==> src/rtl/bpred_pkg.sv <==
package bpred_pkg;

    typedef enum logic [2:0] {
        BR_COND    = 3'd0,
        BR_CALL    = 3'd1,
        BR_RET     = 3'd2,
        BR_IND     = 3'd3,
        BR_FARCALL = 3'd4,
        BR_IRET    = 3'd5,
        BR_SWINT   = 3'd6,
        BR_RSVD    = 3'd7
    } br_class_e;

    typedef enum logic [1:0] {
        SRC_NONE   = 2'd0,
        SRC_TABLE  = 2'd1,
        SRC_STATIC = 2'd2,
        SRC_STACK  = 2'd3
    } pred_src_e;

    localparam logic [1:0] CTR_WEAK_TAKEN = 2'b10;

    function automatic logic [1:0] ctr_step(input logic [1:0] c, input logic up);
        if (up)
            return (c == 2'b11) ? c : c + 2'b01;
        else
            return (c == 2'b00) ? c : c - 2'b01;
    endfunction

endpackage

==> src/rtl/bpred_btb.sv <==
module bpred_btb
    import bpred_pkg::*;
#(
    parameter int ADDR_W = 32,
    parameter int IDX_W  = 4
) (
    input  logic              clk,
    input  logic              rst_n,
    input  logic [ADDR_W-1:0] lk_pc,
    output logic              hit,
    output logic              hit_taken,
    output logic [ADDR_W-1:0] hit_target,
    input  logic              up_valid,
    input  logic [ADDR_W-1:0] up_pc,
    input  logic              up_taken,
    input  logic [ADDR_W-1:0] up_target
);
    localparam int ENTRIES = 1 << IDX_W;
    localparam int TAG_W   = ADDR_W - IDX_W;

    typedef struct packed {
        logic              vld;
        logic [TAG_W-1:0]  tag;
        logic [ADDR_W-1:0] tgt;
        logic [1:0]        ctr;
    } ent_t;

    typedef struct packed {
        ent_t [ENTRIES-1:0] ent;
    } st_t;

    st_t s_q, s_d;

    logic [IDX_W-1:0] lk_idx, up_idx;
    logic [TAG_W-1:0] lk_tag, up_tag;
    ent_t             rd_ent, up_ent;
    logic             up_hit;

    assign lk_idx = lk_pc[IDX_W-1:0];
    assign lk_tag = lk_pc[ADDR_W-1:IDX_W];
    assign up_idx = up_pc[IDX_W-1:0];
    assign up_tag = up_pc[ADDR_W-1:IDX_W];

    // lookup reads the registered state only
    always_comb begin
        rd_ent     = s_q.ent[lk_idx];
        hit        = rd_ent.vld && (rd_ent.tag == lk_tag);
        hit_taken  = rd_ent.ctr[1];
        hit_target = rd_ent.tgt;
    end

    always_comb begin
        s_d    = s_q;
        up_ent = s_q.ent[up_idx];
        up_hit = up_ent.vld && (up_ent.tag == up_tag);
        if (up_valid) begin
            if (up_hit) begin
                up_ent.ctr = ctr_step(up_ent.ctr, up_taken);
                if (up_taken)
                    up_ent.tgt = up_target;
                s_d.ent[up_idx] = up_ent;
            end else if (up_taken) begin
                up_ent.vld = 1'b1;
                up_ent.tag = up_tag;
                up_ent.tgt = up_target;
                up_ent.ctr = CTR_WEAK_TAKEN;
                s_d.ent[up_idx] = up_ent;
            end
        end
    end

    always_ff @(posedge clk) begin
        if (!rst_n) s_q <= '0;
        else        s_q <= s_d;
    end

endmodule

==> src/rtl/bpred_ras.sv <==
module bpred_ras #(
    parameter int ADDR_W = 32,
    parameter int DEPTH  = 16
) (
    input  logic              clk,
    input  logic              rst_n,
    input  logic              push,
    input  logic [ADDR_W-1:0] push_val,
    input  logic              pop,
    output logic [ADDR_W-1:0] top_val,
    output logic              underflow
);
    localparam int PTR_W = $clog2(DEPTH);
    localparam int CNT_W = $clog2(DEPTH + 1);

    typedef struct packed {
        logic [DEPTH-1:0][ADDR_W-1:0] mem;
        logic [PTR_W-1:0]             ptr;
        logic [CNT_W-1:0]             cnt;
        logic [ADDR_W-1:0]            last;
    } st_t;

    st_t s_q, s_d;

    logic [PTR_W-1:0] ptr_prev, ptr_next;
    logic             empty;

    always_comb begin
        ptr_prev  = (s_q.ptr == PTR_W'(0))         ? PTR_W'(DEPTH - 1) : s_q.ptr - 1'b1;
        ptr_next  = (s_q.ptr == PTR_W'(DEPTH - 1)) ? PTR_W'(0)         : s_q.ptr + 1'b1;
        empty     = (s_q.cnt == '0);
        top_val   = empty ? s_q.last : s_q.mem[ptr_prev];
        underflow = pop && empty;

        s_d = s_q;
        if (push) begin
            // when full, ptr already points at the oldest slot
            s_d.mem[s_q.ptr] = push_val;
            s_d.ptr          = ptr_next;
            if (s_q.cnt != CNT_W'(DEPTH))
                s_d.cnt = s_q.cnt + 1'b1;
        end else if (pop && !empty) begin
            s_d.ptr  = ptr_prev;
            s_d.cnt  = s_q.cnt - 1'b1;
            s_d.last = s_q.mem[ptr_prev];
        end
    end

    always_ff @(posedge clk) begin
        if (!rst_n) s_q <= '0;
        else        s_q <= s_d;
    end

endmodule

==> src/rtl/bpred_static.sv <==
module bpred_static #(
    parameter int ADDR_W = 32,
    parameter int DISP_W = 16
) (
    input  logic [DISP_W-1:0] disp,
    input  logic [ADDR_W-1:0] fallthru,
    output logic              backward,
    output logic [ADDR_W-1:0] target
);
    localparam int EXT_W = ADDR_W - DISP_W;

    logic [ADDR_W-1:0] disp_ext;

    always_comb begin
        backward = disp[DISP_W-1];
        disp_ext = {{EXT_W{disp[DISP_W-1]}}, disp};
        target   = fallthru + disp_ext;
    end

endmodule

==> src/rtl/hybrid_bpred.sv <==
module hybrid_bpred
    import bpred_pkg::*;
#(
    parameter int ADDR_W    = 32,
    parameter int DISP_W    = 16,
    parameter int IDX_W     = 4,
    parameter int RAS_DEPTH = 16
) (
    input  logic              clk,
    input  logic              rst_n,
    input  logic              lk_valid,
    input  logic [ADDR_W-1:0] lk_pc,
    input  logic [2:0]        lk_class,
    input  logic [DISP_W-1:0] lk_disp,
    input  logic [ADDR_W-1:0] lk_fallthru,
    output logic              pred_taken,
    output logic [ADDR_W-1:0] pred_target,
    output logic [1:0]        pred_src,
    output logic              ras_underflow,
    input  logic              rs_valid,
    input  logic [ADDR_W-1:0] rs_pc,
    input  logic              rs_taken,
    input  logic [ADDR_W-1:0] rs_target
);
    br_class_e         cls;
    logic              tb_hit, tb_taken;
    logic [ADDR_W-1:0] tb_target;
    logic              st_back;
    logic [ADDR_W-1:0] st_target;
    logic              rs_push, rs_pop;
    logic [ADDR_W-1:0] rs_top;
    pred_src_e         src;

    assign cls     = br_class_e'(lk_class);
    assign rs_push = lk_valid && (cls == BR_CALL);
    assign rs_pop  = lk_valid && (cls == BR_RET);

    bpred_btb #(.ADDR_W(ADDR_W), .IDX_W(IDX_W)) u_btb (
        .clk        (clk),
        .rst_n      (rst_n),
        .lk_pc      (lk_pc),
        .hit        (tb_hit),
        .hit_taken  (tb_taken),
        .hit_target (tb_target),
        .up_valid   (rs_valid),
        .up_pc      (rs_pc),
        .up_taken   (rs_taken),
        .up_target  (rs_target)
    );

    bpred_ras #(.ADDR_W(ADDR_W), .DEPTH(RAS_DEPTH)) u_ras (
        .clk       (clk),
        .rst_n     (rst_n),
        .push      (rs_push),
        .push_val  (lk_fallthru),
        .pop       (rs_pop),
        .top_val   (rs_top),
        .underflow (ras_underflow)
    );

    bpred_static #(.ADDR_W(ADDR_W), .DISP_W(DISP_W)) u_static (
        .disp     (lk_disp),
        .fallthru (lk_fallthru),
        .backward (st_back),
        .target   (st_target)
    );

    always_comb begin
        pred_taken  = 1'b0;
        pred_target = lk_fallthru;
        src         = SRC_NONE;
        if (lk_valid) begin
            unique case (cls)
                BR_COND: begin
                    if (tb_hit) begin
                        src        = SRC_TABLE;
                        pred_taken = tb_taken;
                        if (tb_taken) pred_target = tb_target;
                    end else begin
                        src        = SRC_STATIC;
                        pred_taken = st_back;
                        if (st_back) pred_target = st_target;
                    end
                end
                BR_CALL, BR_IND: begin
                    if (tb_hit) begin
                        src        = SRC_TABLE;
                        pred_taken = tb_taken;
                        if (tb_taken) pred_target = tb_target;
                    end
                end
                BR_RET: begin
                    src         = SRC_STACK;
                    pred_taken  = 1'b1;
                    pred_target = rs_top;
                end
                default: ;
            endcase
        end
        pred_src = src;
    end

endmodule

==> config.mk <==
export PLATFORM = sky130hd
export DESIGN_NAME = hybrid_bpred
export DESIGN_NICKNAME = d
export VERILOG_FILES = /design/src/rtl/bpred_pkg.sv /design/src/rtl/bpred_btb.sv /design/src/rtl/bpred_ras.sv /design/src/rtl/bpred_static.sv /design/src/rtl/hybrid_bpred.sv
export SDC_FILE = /design/constraint.sdc
export NUM_CORES = 2
export LEC_CHECK = 0
export BUFFER_PORTS_ARGS = -buffer_cell sky130_fd_sc_hd__buf_2
export CORE_MARGIN = 10
export CORE_UTILIZATION = 55
export DETAILED_ROUTE_END_ITERATION = 16
export GPL_TIMING_DRIVEN = 0
export PLACE_DENSITY_LB_ADDON = 0.25
export SYNTH_ARGS = -nofsm -noshare
export SYNTH_HDL_FRONTEND = slang
export SYNTH_SLANG_ARGS = --single-unit
==> constraint.sdc <==
create_clock -name clk -period 9.75 [get_ports clk]
set_clock_uncertainty 0.1 [all_clocks]
set_input_delay 2.4375 -clock clk [delete_from_list [all_inputs] [get_ports clk]]
set_output_delay 2.4375 -clock clk [all_outputs]
set_load 0.01 [all_outputs]
# [Yosys cells after proc, flatten, opt, wreduce, memory -nomap -nowiden]
# Index checks and enable logic that the tools add are counted.
[totals] reg_bits=1561 elab_cells=168
[op_classes] add_sub_neg=7 order_cmp=6 eq_ne=9 mux=43 n_bitwise=1 n_reduce_logical=19
[op_table] operator="bitwise mux 1008 bit" count=2
[op_table] operator="2-to-1 mux 1008 bit" count=2
[op_table] operator="bitwise mux 512 bit" count=1
[op_table] operator="binary-select mux 63 bit (select 4 bit)" count=2
[op_table] operator="2-to-1 mux 32 bit" count=11
[op_table] operator="demux 63 bit (select 4 bit)" count=1
[op_table] operator="2-to-1 mux 63 bit" count=3
[op_table] operator="binary-select mux 32 bit (select 4 bit)" count=1
[op_table] operator="demux 32 bit (select 4 bit)" count=1
[op_table] operator="case mux 32 bit (3 select lines)" count=1
[op_table] operator="== test 28 bit" count=2
[op_table] operator="2-to-1 mux 41 bit" count=1
[op_table] operator="adder 32 bit" count=1
[op_table] operator="less-than comparator 4 x 5 -> 1 bit (second input constant)" count=4
[op_table] operator="2-to-1 mux 2 bit" count=7
[op_table] operator="2-to-1 mux 9 bit" count=1
[op_table] operator="greater-or-equal comparator 4 x 1 -> 1 bit (second input constant)" count=2
[op_table] operator="logical AND 1 bit" count=8
[op_table] operator="2-to-1 mux 4 bit" count=2
[op_table] operator="== test 3 x 2 -> 1 bit (second input constant)" count=2
[op_table] operator="case mux 2 bit (3 select lines)" count=1
[op_table] operator="AND reduction 2 bit" count=3
[op_table] operator="adder 5 x 1 -> 5 bit (second input constant)" count=1
[op_table] operator="zero test 5 bit" count=1
[op_table] operator="other kinds (20)" count=24

# [Depth between registers and ports, before layout]
[logic_depth] ltp_word=9 mapped_depth=18 ltp_nobuf=13

# [Hierarchy]
# From an unflattened synthesis, not the netlist that was laid out.
[unflattened] cells_unflattened=8765 area_unflattened_um2=81853.5
[modules_own_cells] module="bpred_btb" n_inst=1 cells_per_inst=5099 area_per_inst_um2=52636.7
[modules_own_cells] module="bpred_ras" n_inst=1 cells_per_inst=3165 area_per_inst_um2=25249.2
[modules_own_cells] module="hybrid_bpred" n_inst=1 cells_per_inst=268 area_per_inst_um2=2273.4
[modules_own_cells] module="bpred_static" n_inst=1 cells_per_inst=233 area_per_inst_um2=1694.1

# [Worst setup path after synthesis]
# No wires, ideal clock.
[synth_timing] path_type="input to output" from="in lk_pc[0]" to="out pred_target[19]" arrival_ns=6.061 required_time_ns=7.213 path_slack_ns=1.152 stages=14 path_buffers=8 path_cell_list="buf_2 -> buf_4 -> buf_2 -> buf_2 -> buf_2 -> buf_2 -> buf_2 -> buf_2 -> mux4_2 -> mux4_2 -> mux2i_1 -> nand2_1 -> a311oi_1 -> nor2_1"
[synth_between] elab_chain_len=7
[synth_lines] element="start: declaration" line="hybrid_bpred.sv:12" rtl="input logic [ADDR_W-1:0] lk_pc,"
[synth_lines] element="binary-select mux 63 bit (select 4 bit) *" line="bpred_btb.sv:46" rtl="rd_ent = s_q.ent[lk_idx];"
[synth_lines] element="2-to-1 mux 63 bit (not written as such) *" line="bpred_btb.sv:46"
[synth_lines] element="== test 28 bit" line="bpred_btb.sv:47" rtl="hit = rd_ent.vld && (rd_ent.tag == lk_tag);"
[synth_lines] element="logical AND 1 bit" line="bpred_btb.sv:47"
[synth_lines] element="2-to-1 mux 32 bit, on equally long branches" line="hybrid_bpred.sv:86, hybrid_bpred.sv:75"
[synth_lines] element="case mux 32 bit (3 select lines) *" line="hybrid_bpred.sv:73" rtl="unique case (cls)"
[synth_lines] element="2-to-1 mux 32 bit *" line="hybrid_bpred.sv:72" rtl="if (lk_valid) begin"
[synth_lines] element="end: declaration" line="hybrid_bpred.sv:17" rtl="output logic [ADDR_W-1:0] pred_target,"
# Every way passes the cells marked *; elsewhere a longest branch is shown, timed or not. The select of a mux whose other input is x is not followed.

# [Worst setup path after layout]
[layout_timing] from="in lk_pc[1]" to="out pred_target[19]"
# The elaborated chain is that of the path after synthesis.

==> results.md <==
* DIE AREA at 0.160 mm2
* Post-synth top flop: dfxtp_1
* Synth top area share at 39.5%
* Initial Util at 55.2%
* Area of the core at 0.143 mm2
* Via density at 6.90
* CP Launch Point: lk_pc[1]
* Fin crit share at 100%
* Fin nets at 7943
* Synth area leader: dfxtp_1
* Peak supply drop at 0.000150 V
* Fmax achieved at about 100 MHz
* PortBufs at ~150
* I/O pin count at approximately 190
* Largest net degree at the start of global routing at 20
* Leakage Power at 28.7 nW
* Setup_tns at -0.0457 ns
* Yosys warning count at 0
* Seq/Total Area, Yosys at between 30 and 40%
* Setup slack, reg-to-reg at about 3.7 ns
* Vias at a little under 70000
* Final hold violation count at 0
* Synth Cell Area at a little under 0.08 mm2
* EDFF count, synth at 0
* Iteration-0 DRC count of the detailed router at 10500
* HPWL Detailed at 223 mm
* Final setup margin at -0.0298 ns
* CP max FO at 10
* Final ANT Viol Nets at 0
* Share of cells above drive strength 1 at between 10% and 20%
* Crit path required time at 7.21 ns
* Final Slew Violations at 11
* FF-to-FF Start: u_ras.s_q[37]
* Layout area overhead at 12.0%
* Hold path depth at 2
* Count leader, synth: dfxtp_1
* Placed cell count at 9483
* Clock latency on the worst-skew pair at approximately 0.85 ns
* Setup Viol. Count Final at 3
* Routed WL at 321 mm
* Synth top cells by count: dfxtp_1 (1561), nand2_1 (1364), mux4_2 (714), mux2i_1 (596), clkbuf_1 (548)
* Drt wl/cell at 32.7 um
* DR pass1 iterations at 8
* Die Width at 399 um
* Slew HR at -4.37%
* Synth cell types at 81
* Initial antenna violation count at 23
* Vias in the first global route at 65700
* Avg Cell Area, Syn at 10.7 um2
* Startpoint types: primary input
* Routability Congestion at between 1 and 1.5
* Tmin final at 9.78 ns
* CTS tree: built
* CTS Buffer Depth at 3
* Worst Max-Slew Pin Slew at 1.57 ns
* Die H at 399 um
* Hold Path End: u_ras.s_q[495]
* Power Dens Cells at 166 mW/mm2
* Remaining Overflow, GRT at 0
* # H-tree levels at 4
* Syn nets at approximately 7600
* Post-Synthesis Cells at ~7400
* Worst reg2reg endpoint: u_ras.s_q[25]
* Worst EP arrival at between 7 and 8 ns
* RSZ-0062 raised after global routing: no
* DRC violations left at 0
* Hold path start: u_ras.s_q[495]
* FFs w/ async S/R, synth at 0%
* Cts hold-fix bufs at 0
* Clock root buffer master: clkbuf_16
* Final Non-Filler Cells at 9803
* Num CTS Buffers at approximately 170
* #FFs+latches synth at 1561
* CTS sink cnt at 1561
* Reg clk slew, reported paths at 0.06 ns
* Failing checks: max-capacitance violations, max-slew violations, negative setup slack
* Worst hold slack at 0.361 ns
* Total GRT Usage at 39.0%
* Setup CP Type: primary input to output port
* Worst hold path class: flip-flop to flip-flop
* Top cells by area, synth: dfxtp_1 (39%), mux4_2 (20%), mux2i_1 (7.5%)
* First-pass GRT wire length at 456 mm
* Max cap viols at 1
* FF-to-FF path depth at 14
* Outcome: complete, but fails checks
* Num rows at around 140
* Crit. End Element: output port
[cell families after synthesis]
group	share of synthesized area [%]
buffers and inverters	4.33
multiplexers	28.5
adder cells (fa/ha/maj)	0.651
XOR/XNOR	1.03
AND/OR/NAND/NOR	12.1
AO/OA/AOI/OAI	14.0
flip-flops	39.5
[state kept, by name, indices dropped and copies added, names as in the netlist]
name,cells
u_ras.s_q,553
u_btb.s_q,1008
[layout make-up]
cell class	instances	area [um2]
clock buffers	233	4840
fillers	11700	54600
clock inverters	70	1070
diodes	14	35.0
well taps	1903	2380
inverters	27	101
multi-input cells	5042	44600
repair buffers	158	816
flip-flops and latches	1561	31300
plain buffers	795	3540
[cells in the final DEF, fill, tap and decap left out, types with 15 or more instances in the layout]
cell type and n:
dfxtp_1 1561, nand2_1 1363, mux4_2 714, mux2i_1 594, clkbuf_1 550, a21boi_0 547
nor2b_1 480, o2bb2ai_1 448, buf_2 290, clkbuf_16 169, o21ai_0 137, xnor2_1 74
nor2_1 70, a21oi_1 60, buf_1 48, a211oi_1 46, and2_1 45, clkbuf_8 38
ha_1 38, buf_4 35, a31oi_1 33, nand3_1 31, clkinv_2 31, mux2i_2 29
a22oi_1 28, inv_1 25, buf_6 23, o21a_1 23, nand4_1 22, clkbuf_2 20
nor3_1 20, a21o_1 20, and3_1 18, bufinv_16 18, xor2_1 16, o22a_1 15
[metal layers]
layer / vias to the layer above / wire (um) / global-route usage, % / share of wire (%)
li1: 27700 / - / - / -
met2: 5341 / 136000 / 56.9 / 42
met1: 33200 / 114000 / 48.4 / 36
met3: 1352 / 43500 / 13.3 / 14
met5: - / 116 / 0 / 0.036
met4: 20 / 26900 / 27.3 / 8.4
[where the power goes]
part	switching [mW]	internal, mW
registers	0.0287	6.41
logic	0.985	0.458
clock network	2.89	3.98
[metrics by stage]
stage | area (um2) | utilization [%] | power, mW | worst slack, ns
3_5_place_dp | 82300 | 57.4 | 7.94 | -2.39
3_3_place_gp | 82300 | 57.4 | 7.93 | -2.35
4_1_cts | 88500 | 61.8 | 14.6 | 0.0000298
6_report | 88700 | 61.9 | 14.8 | -0.0298
2_1_floorplan | 79200 | - | 7.38 | 1.15
5_1_grt | 88600 | 61.9 | 15.0 | 0.00968
[worst max-delay path, stage by stage]
cell	delay [ns]
buf_2	0.21
buf_6	0.27
buf_8	0.25
buf_6	0.24
buf_4	0.34
clkbuf_2	0.36
clkbuf_1	0.47
clkbuf_2	0.49
mux4_2	0.39
mux4_2	0.70
mux2i_1	0.23
nand2_1	0.08
a311oi_1	0.47
nor2_1	0.08
buf_2	0.16
[what timing repair did]
action	4_1_cts	5_1_grt
buffers inserted	0	2
cloned	0	0
setup endpoints to repair	35	30
pin swaps	2	3
gates resized for setup	142	23
[worst max-delay path by stage]
stage	end	slack, ns	cells past startpoint
final	pred_target[19]	-0.03	15
after global routing	pred_target[12]	0.01	16
after CTS	pred_target[23]	0.00003	18
after detailed placement	pred_target[14]	-2.39	16
after global placement	pred_target[14]	-2.35	16
after floorplan	pred_target[19]	1.15	14
Power figures use the tool's default switching activity.
